==> src/rtl/gpio_pkg.sv <==
package gpio_pkg;
  localparam int BANK_PINS  = 32;
  localparam int GROUP_PINS = 8;
  localparam int WINDOW_LSB = 6;  // bank window is 64 bytes

  typedef enum logic [2:0] {
    SEL_DIR   = 3'd0,
    SEL_DOUT  = 3'd1,
    SEL_BLINK = 3'd2,
    SEL_INV   = 3'd3,
    SEL_DIN   = 3'd4,
    SEL_EMASK = 3'd5,
    SEL_LMASK = 3'd6,
    SEL_CAUSE = 3'd7
  } regSelE;

  typedef struct packed {
    logic   hit;   // address decodes to an existing register
    logic   wr;    // write strobe
    regSelE sel;   // register within the bank
  } busStrobeT;
endpackage

==> src/rtl/gpio_bus_ctrl.sv <==
module gpio_bus_ctrl
  import gpio_pkg::*;
#(
  parameter int NUM_BANKS = 2,
  parameter int ADDR_W    = 8,
  parameter int BANK_W    = 1
) (
  input  logic [ADDR_W-1:0] busAddr,
  input  logic              busWrEn,
  output busStrobeT         strobe,
  output logic [BANK_W-1:0] bankIdx
);
  localparam int UPPER_W = ADDR_W - WINDOW_LSB;
  localparam logic [UPPER_W:0] BANK_LIMIT = (UPPER_W + 1)'(NUM_BANKS);

  logic [UPPER_W-1:0] upperBits;
  logic               bankOk;
  logic               unusedAddrBits;

  assign upperBits      = busAddr[ADDR_W-1:WINDOW_LSB];
  assign bankOk         = ({1'b0, upperBits} < BANK_LIMIT);
  assign bankIdx        = upperBits[BANK_W-1:0];
  assign unusedAddrBits = ^busAddr[1:0];

  always_comb begin
    strobe.hit = bankOk && !busAddr[5];
    strobe.wr  = busWrEn;
    strobe.sel = regSelE'(busAddr[4:2]);
  end
endmodule

==> src/rtl/gpio_datapath.sv <==
module gpio_datapath
  import gpio_pkg::*;
#(
  parameter int NUM_BANKS  = 2,
  parameter int BLINK_BITS = 24,
  parameter int BANK_W     = 1,
  localparam int NUM_PINS   = NUM_BANKS * BANK_PINS,
  localparam int NUM_GROUPS = NUM_PINS / GROUP_PINS,
  localparam int LANES      = BANK_PINS / GROUP_PINS
) (
  input  logic                  clk,
  input  logic                  rstN,
  input  busStrobeT             strobe,
  input  logic [BANK_W-1:0]     bankIdx,
  input  logic [31:0]           busWrData,
  input  logic [NUM_PINS-1:0]   pinIn,
  output logic [31:0]           busRdData,
  output logic [NUM_PINS-1:0]   pinOut,
  output logic [NUM_PINS-1:0]   pinOutEn,
  output logic [NUM_GROUPS-1:0] groupIrq,
  output logic [NUM_PINS-1:0]   adjIn,
  output logic [NUM_PINS-1:0]   causeBits,
  output logic [NUM_PINS-1:0]   edgeMaskBits,
  output logic [NUM_PINS-1:0]   levelMaskBits
);
  logic [BLINK_BITS-1:0] blinkCnt;
  logic                  blinkPhase;
  logic [NUM_PINS-1:0]   rdFlat;

  // one shared divider for every blinking pin
  always_ff @(posedge clk or negedge rstN) begin
    if (!rstN) begin
      blinkCnt   <= '0;
      blinkPhase <= 1'b0;
    end else begin
      blinkCnt <= blinkCnt + 1'b1;
      if (&blinkCnt) blinkPhase <= ~blinkPhase;
    end
  end

  for (genvar b = 0; b < NUM_BANKS; b++) begin : gBank
    logic [31:0] dirR, doutR, blinkR, invR, emaskR, lmaskR, causeR;
    logic [31:0] syncA, syncB, prevAdj;
    logic [31:0] adjB, riseB, setB, pendB, rdWord;
    logic        bankWr;

    assign bankWr = strobe.hit && strobe.wr && (bankIdx == BANK_W'(b));
    assign adjB   = syncB ^ invR;
    assign riseB  = adjB & ~prevAdj;
    assign setB   = riseB | (adjB & lmaskR);
    assign pendB  = causeR & (emaskR | lmaskR);

    always_ff @(posedge clk or negedge rstN) begin
      if (!rstN) begin
        dirR    <= '1;
        doutR   <= '0;
        blinkR  <= '0;
        invR    <= '0;
        emaskR  <= '0;
        lmaskR  <= '0;
        causeR  <= '0;
        syncA   <= '0;
        syncB   <= '0;
        prevAdj <= '0;
      end else begin
        if (bankWr && strobe.sel == SEL_DIR)   dirR   <= busWrData;
        if (bankWr && strobe.sel == SEL_DOUT)  doutR  <= busWrData;
        if (bankWr && strobe.sel == SEL_BLINK) blinkR <= busWrData;
        if (bankWr && strobe.sel == SEL_INV)   invR   <= busWrData;
        if (bankWr && strobe.sel == SEL_EMASK) emaskR <= busWrData;
        if (bankWr && strobe.sel == SEL_LMASK) lmaskR <= busWrData;
        // zeros clear, ones keep; a new event outranks the clear
        causeR  <= ((bankWr && strobe.sel == SEL_CAUSE) ? (causeR & busWrData) : causeR) | setB;
        syncA   <= pinIn[b*BANK_PINS +: BANK_PINS];
        syncB   <= syncA;
        prevAdj <= adjB;
      end
    end

    always_comb begin
      unique case (strobe.sel)
        SEL_DIR:   rdWord = dirR;
        SEL_DOUT:  rdWord = doutR;
        SEL_BLINK: rdWord = blinkR;
        SEL_INV:   rdWord = invR;
        SEL_DIN:   rdWord = adjB;
        SEL_EMASK: rdWord = emaskR;
        SEL_LMASK: rdWord = lmaskR;
        SEL_CAUSE: rdWord = causeR;
        default:   rdWord = '0;
      endcase
    end

    assign rdFlat[b*BANK_PINS +: BANK_PINS]        = rdWord;
    assign pinOutEn[b*BANK_PINS +: BANK_PINS]      = ~dirR;
    assign pinOut[b*BANK_PINS +: BANK_PINS]        = (doutR & ~blinkR) | ({32{blinkPhase}} & blinkR);
    assign adjIn[b*BANK_PINS +: BANK_PINS]         = adjB;
    assign causeBits[b*BANK_PINS +: BANK_PINS]     = causeR;
    assign edgeMaskBits[b*BANK_PINS +: BANK_PINS]  = emaskR;
    assign levelMaskBits[b*BANK_PINS +: BANK_PINS] = lmaskR;

    for (genvar k = 0; k < LANES; k++) begin : gLane
      assign groupIrq[b*LANES + k] = |pendB[k*GROUP_PINS +: GROUP_PINS];
    end
  end

  assign busRdData = strobe.hit ? rdFlat[bankIdx*BANK_PINS +: BANK_PINS] : 32'h0;
endmodule

==> src/rtl/gpio_port.sv <==
module gpio_port
  import gpio_pkg::*;
#(
  parameter int NUM_BANKS  = 2,
  parameter int ADDR_W     = 8,
  parameter int BLINK_BITS = 24,
  localparam int NUM_PINS   = NUM_BANKS * BANK_PINS,
  localparam int NUM_GROUPS = NUM_PINS / GROUP_PINS,
  localparam int BANK_W     = (NUM_BANKS > 1) ? $clog2(NUM_BANKS) : 1
) (
  input  logic                  clk,
  input  logic                  rstN,
  input  logic [ADDR_W-1:0]     busAddr,
  input  logic                  busWrEn,
  input  logic [31:0]           busWrData,
  output logic [31:0]           busRdData,
  input  logic [NUM_PINS-1:0]   pinIn,
  output logic [NUM_PINS-1:0]   pinOut,
  output logic [NUM_PINS-1:0]   pinOutEn,
  output logic [NUM_GROUPS-1:0] groupIrq
);
  busStrobeT           strobe;
  logic [BANK_W-1:0]   bankIdx;
  logic [NUM_PINS-1:0] adjIn, causeBits, edgeMaskBits, levelMaskBits;

  gpio_bus_ctrl #(.NUM_BANKS(NUM_BANKS), .ADDR_W(ADDR_W), .BANK_W(BANK_W)) u_ctrl (
    .busAddr(busAddr), .busWrEn(busWrEn), .strobe(strobe), .bankIdx(bankIdx)
  );

  gpio_datapath #(.NUM_BANKS(NUM_BANKS), .BLINK_BITS(BLINK_BITS), .BANK_W(BANK_W)) u_dp (
    .clk(clk), .rstN(rstN), .strobe(strobe), .bankIdx(bankIdx), .busWrData(busWrData),
    .pinIn(pinIn), .busRdData(busRdData), .pinOut(pinOut), .pinOutEn(pinOutEn),
    .groupIrq(groupIrq), .adjIn(adjIn), .causeBits(causeBits),
    .edgeMaskBits(edgeMaskBits), .levelMaskBits(levelMaskBits)
  );
endmodule

==> config.mk <==
export PLATFORM = sky130hd
export DESIGN_NAME = gpio_port
export DESIGN_NICKNAME = d
export VERILOG_FILES = /design/src/rtl/gpio_pkg.sv /design/src/rtl/gpio_bus_ctrl.sv /design/src/rtl/gpio_datapath.sv /design/src/rtl/gpio_port.sv
export SDC_FILE = /design/constraint.sdc
export NUM_CORES = 1
export LEC_CHECK = 0
export ABC_AREA = 1
export BUFFER_PORTS_ARGS = -buffer_cell sky130_fd_sc_hd__buf_2
export CAP_MARGIN = 20
export CORE_UTILIZATION = 27
export CTS_BUF_LIST = sky130_fd_sc_hd__clkbuf_2
export CTS_CLUSTER_SIZE = 10
export DETAILED_ROUTE_END_ITERATION = 10
export SYNTH_ARGS = -nofsm -noshare
export SYNTH_HDL_FRONTEND = slang
export SYNTH_SLANG_ARGS = --single-unit
==> constraint.sdc <==
create_clock -name clk -period 2.54 [get_ports clk]
set_clock_uncertainty 0.15 [all_clocks]
set_input_delay 0 -clock clk [delete_from_list [all_inputs] [get_ports clk]]
set_output_delay 0 -clock clk [all_outputs]
set_load 0.01 [all_outputs]
; ---- Yosys cells after proc, flatten, opt, wreduce, memory -nomap -nowiden
; Index checks and enable logic that the tools add are counted.
; Widths: inputs -> output; s select.
[classes]
addsub = 1
n_bitwise = 30
n_reduce_logical = 29
shifts = 1
order_cmp = 1
n_eq_ne = 7
n_mux = 5
[op_table]
columns = cell, count
row1 = $pmux 32 s8, 2
row2 = $and 32x32->32, 12
row3 = $or 32x32->32, 8
row4 = $not 32->32, 6
row5 = $mux 32, 3
row6 = $reduce_or 8->1, 8
row7 = $shiftx 64x7->32, 1
row8 = $xor 32x32->32, 2
row9 = $add 24x1->24 const B, 1
row10 = $reduce_and 24->1, 1
row11 = $logic_and 1x1->1, 18
row12 = $eq 3x3->1 const B, 4
row13 = $eq 3x2->1 const B, 2
row14 = $eq 3x1->1 const B, 1
row15 = $logic_not 3->1, 1
row16 = $lt 2x2->1 const B, 1
row17 = $not 1->1, 2
row18 = $logic_not 1->1, 1
[word_totals]
out_inout_bits = 168
word_cells = 96
in_bits = 107
regBits = 665

; ---- Longest topological paths before layout
[depth]
ltp_word = 7
depth_mapped = 12

; ---- By module
; A second synthesis with hierarchy kept.
[hier_totals]
hier_cells = 3767
hier_area_um2 = 30314.1
[by_module_without_submodules]
columns = mod, area_each_um2, seq_area_each_um2, cells_per_inst, instances
row1 = gpio_datapath, 30272.8, 16721.0, 3761, 1
row2 = gpio_bus_ctrl, 41.3, 0.0, 6, 1

; ---- Least setup slack after synthesis
; OpenSTA, ideal clock, no wires.
[synth_path]
path_kind = register -> register
startpoint = register u_dp.blinkCnt[0]
endpoint = register u_dp.blinkCnt[16]
t_arrival_ns = 1.383
t_required_ns = 2.268
setup_slack_ns = 0.886
period_less_slack_ns = 1.654
path_stages_with_launch = 8
n_path_buf = 0
path_cell_list = dfrtp_1 > ha_1 > nand2_1 > nor2_1 > nand4_1 > nor2_1 > nand2_1 > xor2_1
[synth_via]
elab_chain_len = 1
[synth_rtl]
columns = element, line
row1 = start: declaration, gpio_datapath.sv:26  ; logic [BLINK_BITS-1:0] blinkCnt;
row2 = start signal: assignment, gpio_datapath.sv:36  ; blinkCnt <= blinkCnt + 1'b1;
row3 = $add 24x1->24, gpio_datapath.sv:36
; Every way passes these cells.
; A chain may end at the register's enable or synchronous reset.

; ---- Worst setup path after layout
[layout_path]
startpoint = register u_dp.gBank[1].syncB[2]
endpoint = output port busRdData[2]
[layout_via]
elab_chain_len = 4
[layout_rtl]
columns = element, line
row1 = start: declaration, gpio_datapath.sv:43  ; logic [31:0] syncA, syncB, prevAdj;
row2 = start signal: assignment, gpio_datapath.sv:75  ; syncB <= syncA;
row3 = $xor 32x32->32, gpio_datapath.sv:48  ; assign adjB = syncB ^ invR;
row4 = named net adjIn[34], gpio_port.sv:24  ; logic [NUM_PINS-1:0] adjIn, causeBits, edgeMaskBits, levelMaskBits;
row5 = $pmux 32 s8, gpio_datapath.sv:81  ; unique case (strobe.sel)
row6 = $shiftx 64x7->32, gpio_datapath.sv:107  ; assign busRdData = strobe.hit ? rdFlat[bankIdx*BANK_PINS +: BANK_PINS] : 32'h0;
row7 = $mux 32, gpio_datapath.sv:107
row8 = end: declaration, gpio_port.sv:16  ; output logic [31:0] busRdData,
; The timed path passes the listed nets, and every way through them passes these cells.

==> impl_metrics.json <==
{
  "setup_viol": 107,
  "tns_ns": -25.84,
  "cp.arrival_ns": 2.81,
  "leakagePower_nw": 20.8,
  "syn_area_sq_mm": 0.0308,
  "cts_made_buffers": 181,
  "first_global_vias": 29000,
  "pwr-share-clk": 0.294,
  "grt_max_degree": 131,
  "num_vias": 30000,
  "cts.reportedPaths.clkPinSlew_ns": 0.12,
  "die-area_sq_mm": 0.116,
  "min_from": "u_dp.gBank[1].syncA[4]$_DFF_PN0_",
  "die_y_um": 340,
  "fillerInstances": 11400,
  "rsz0062_at_grt": "true",
  "ys_ff_latch": 665,
  "async_flop_share": 1.00,
  "gr-total-overflow": 0,
  "synth_cell_types": 30,
  "period_share": 1.17,
  "antenna_found_initial": 5,
  "status": "finished with violations",
  "cts.sinks": 665,
  "htree_levels": 4,
  "swShare": 0.350,
  "violations": "setup timing",
  "synthCells": 3805,
  "layout_setup_ws_ns": -0.423,
  "initial_core_util": 0.273,
  "final_util": 0.377,
  "grt_pass1_wl_um": 178000,
  "drt_iter0_markers": 2750,
  "max-vdd-ir-drop_v": 0.000387,
  "synth_top_area_frac": 0.488,
  "end_kind": "output pin",
  "relSlewSlack": 0.374,
  "crit_fanout": 2,
  "worstMarginPinSlew_ns": 0.939,
  "p_seq_frac": 0.483,
  "synth_area_leaders": "dfrtp_1 49%, nand2_1 14%, o21ai_0 9.8%",
  "synth.net_count": 3913,
  "critPathLaunchType": "flop",
  "p_int_mw": 17.6,
  "ios": 275,
  "cts_tree": "built",
  "drc": 0,
  "synth_edf_count": 0,
  "r2r-start": "u_dp.gBank[1].blinkR[4]$_DFFE_PN0P_",
  "synth_top_cells_by_count": "1,146 x nand2_1, 603 x o21ai_0, 601 x dfrtp_1, 434 x inv_1, 283 x nor2_1",
  "routedWlPerCell_um": 19.1,
  "synth.avg_cell_area_sq_um": 8.10,
  "p_comb_frac": 0.222,
  "fin_crit_ns": 2.96,
  "core_sq_mm": 0.113,
  "maxSlewViolCount": 0,
  "routed_wl_um": 119000,
  "drtPass1Iterations": 5,
  "layout.nets": 4705,
  "root_buffer": "clkbuf_2",
  "yosysMostFrequentCell": "nand2_1",
  "synth_seq_area_share": 0.543,
  "min_path_type": "reg -> reg",
  "synth_top_area_cell": "dfrtp_1",
  "areaGrowthSynthToFinish_pct": 37.9,
  "synth.yosys.warnings": 0,
  "ant_nets": 0,
  "io_buffers": 272,
  "hold_slack_ns": 0.0744,
  "core.rowCount": 123,
  "fmax_mhz": 338,
  "via_per_inst": 4.80,
  "maxCapViolCount": 0,
  "synthFlopType": "dfrtp_1",
  "stdcell_count": 6246,
  "place_congestion": 0.829,
  "power_density_mw_per_mm2": 636,
  "drive_gt1_frac": 0.261,
  "clk_latency_ns": 1.50,
  "netSwitchingPower_mw": 9.45,
  "crit_required_ns": 2.39,
  "dpl.hpwl_um": 69800,
  "crit_start": "u_dp.gBank[1].syncB[2]$_DFF_PN0_",
  "crit_type": "reg -> out",
  "finalHoldViolCount": 0,
  "place_inst": 5430,
  "cts.path.max_buffers": 3,
  "die_w_um": 340,
  "grt_usage": 0.202
}
## flip-flops by register name (all words and copies together) (netlist names)
register,cells
u_dp.blinkCnt,24
u_dp.blinkPhase,1
u_dp.gBank.blinkR,64
u_dp.gBank.causeR,64
u_dp.gBank.dirR,64
u_dp.gBank.doutR,64
u_dp.gBank.emaskR,64
u_dp.gBank.invR,64
u_dp.gBank.lmaskR,64
u_dp.gBank.prevAdj,64
u_dp.gBank.syncA,64
u_dp.gBank.syncB,64
## cell usage in the layout (no fill, tap or decap), types with 33 or more instances in the layout
cell           synthesis  routed
buf_2                 81     222
buf_4                  9     124
buf_6                  4      62
clkbuf_2               7     274
clkinv_1               0      37
dfrtp_1              601     594
dfstp_2               64      64
dlygate4sd3_1          0     390
inv_1                434     387
inv_2                  4      50
mux2_1                33      33
nand2_1             1146     990
nand2_2                0      89
nand2_4                0      67
nand3_1               47      33
nand4_1              240     240
nor2_1               283     199
nor2_2                 2      65
o21ai_0              603     484
o21ai_1               34      71
o21ai_2                0      53
## cell families (layout without fill, tap and decap cells)
logic type               Yosys count  after routing  synth area share
buffers and inverters            669           1607            0.0873
other                              0              3                 0
AO/OA/AOI/OAI                    654            654             0.106
AND/OR/NAND/NOR                 1745           1745             0.239
XOR/XNOR                          22             22           0.00625
flip-flops                       665            665             0.543
adder cells (fa/ha/maj)            1              1          0.000406
multiplexers                      49             49            0.0179
## worst paths after layout
path                                                        end  slack, ns  depth (start not counted)
max reg2reg                 u_dp.gBank[1].blinkR[4]$_DFFE_PN0P_       0.50                          4
min                            u_dp.gBank[1].syncB[4]$_DFF_PN0_       0.07                          0
min in group asynchronous     u_dp.gBank[0].causeR[8]$_DFF_PN0_       0.70                          6
max                                                busRdData[2]      -0.42                         10
min reg2reg                    u_dp.gBank[1].syncB[4]$_DFF_PN0_       0.07                          0
max in group asynchronous  u_dp.gBank[1].emaskR[22]$_DFFE_PN0P_       0.59                          7
## cell type report
cell class	count	area, sq um	area share
flip-flops and latches	665	16700	0.394
repair buffers	838	7440	0.175
inverters	440	1660	0.0391
clock buffers	274	1370	0.0323
clock inverters	55	303	0.00712
diodes	3	7.51	0.000177
well taps	1500	1880	0.0442
multi-input cells	2471	13100	0.308
## worst max-delay path, stage by stage, from the launching register on
cell	delay (ns)
dfrtp_1	0.46
inv_2	0.07
nand2_4	0.07
nand2_2	0.05
nand2_1	0.06
nand2_1	0.05
nor2_1	0.11
nand2_1	0.10
nor2_2	0.16
nor2_4	0.08
buf_6	0.12
## routing by layer
layer | wire [um] | vias up | part of all wire | GRT usage
li1 | - | 13900 | - | -
met1 | 52500 | 14600 | 0.44 | 0.273
met2 | 53600 | 1262 | 0.45 | 0.313
met3 | 9220 | 240 | 0.077 | 0.0444
met4 | 3870 | 4 | 0.032 | 0.0774
met5 | 22 | - | 0.00018 | 0
## stage by stage
| stage | instance area, sq um | setup WS [ns] | power (mW) |
|---|---|---|---|
| final | 42500 | -0.423 | 27.0 |
| after detailed placement | 33900 | 0.180 | 17.5 |
| after global routing | 42500 | -0.599 | 28.6 |
| after global placement | 33900 | 0.173 | 17.4 |
| after CTS | 41500 | -0.630 | 26.8 |
| after floorplan | 30800 | 0.886 | 15.5 |
## power groups by stage
stage               logic, mW  registers [mW]  clock network [mW]
detailed placement       4.46            13.0                   0
global placement         4.39            13.0                   0
CTS                      5.55            13.0                8.24
floorplan                2.62            12.8                   0
global route             6.60            13.2                8.80
finish                   6.01            13.1                7.96
## repair_timing
action                                  CTS  global route
gates resized for setup                 490           243
hold buffers                            398             2
gates cloned                              4             2
setup endpoints to repair               121           149
endpoints found under the hold margin  1177            91
setup buffers                            59            26
pin swaps                                96           103
(Power assumes the default switching activity.)
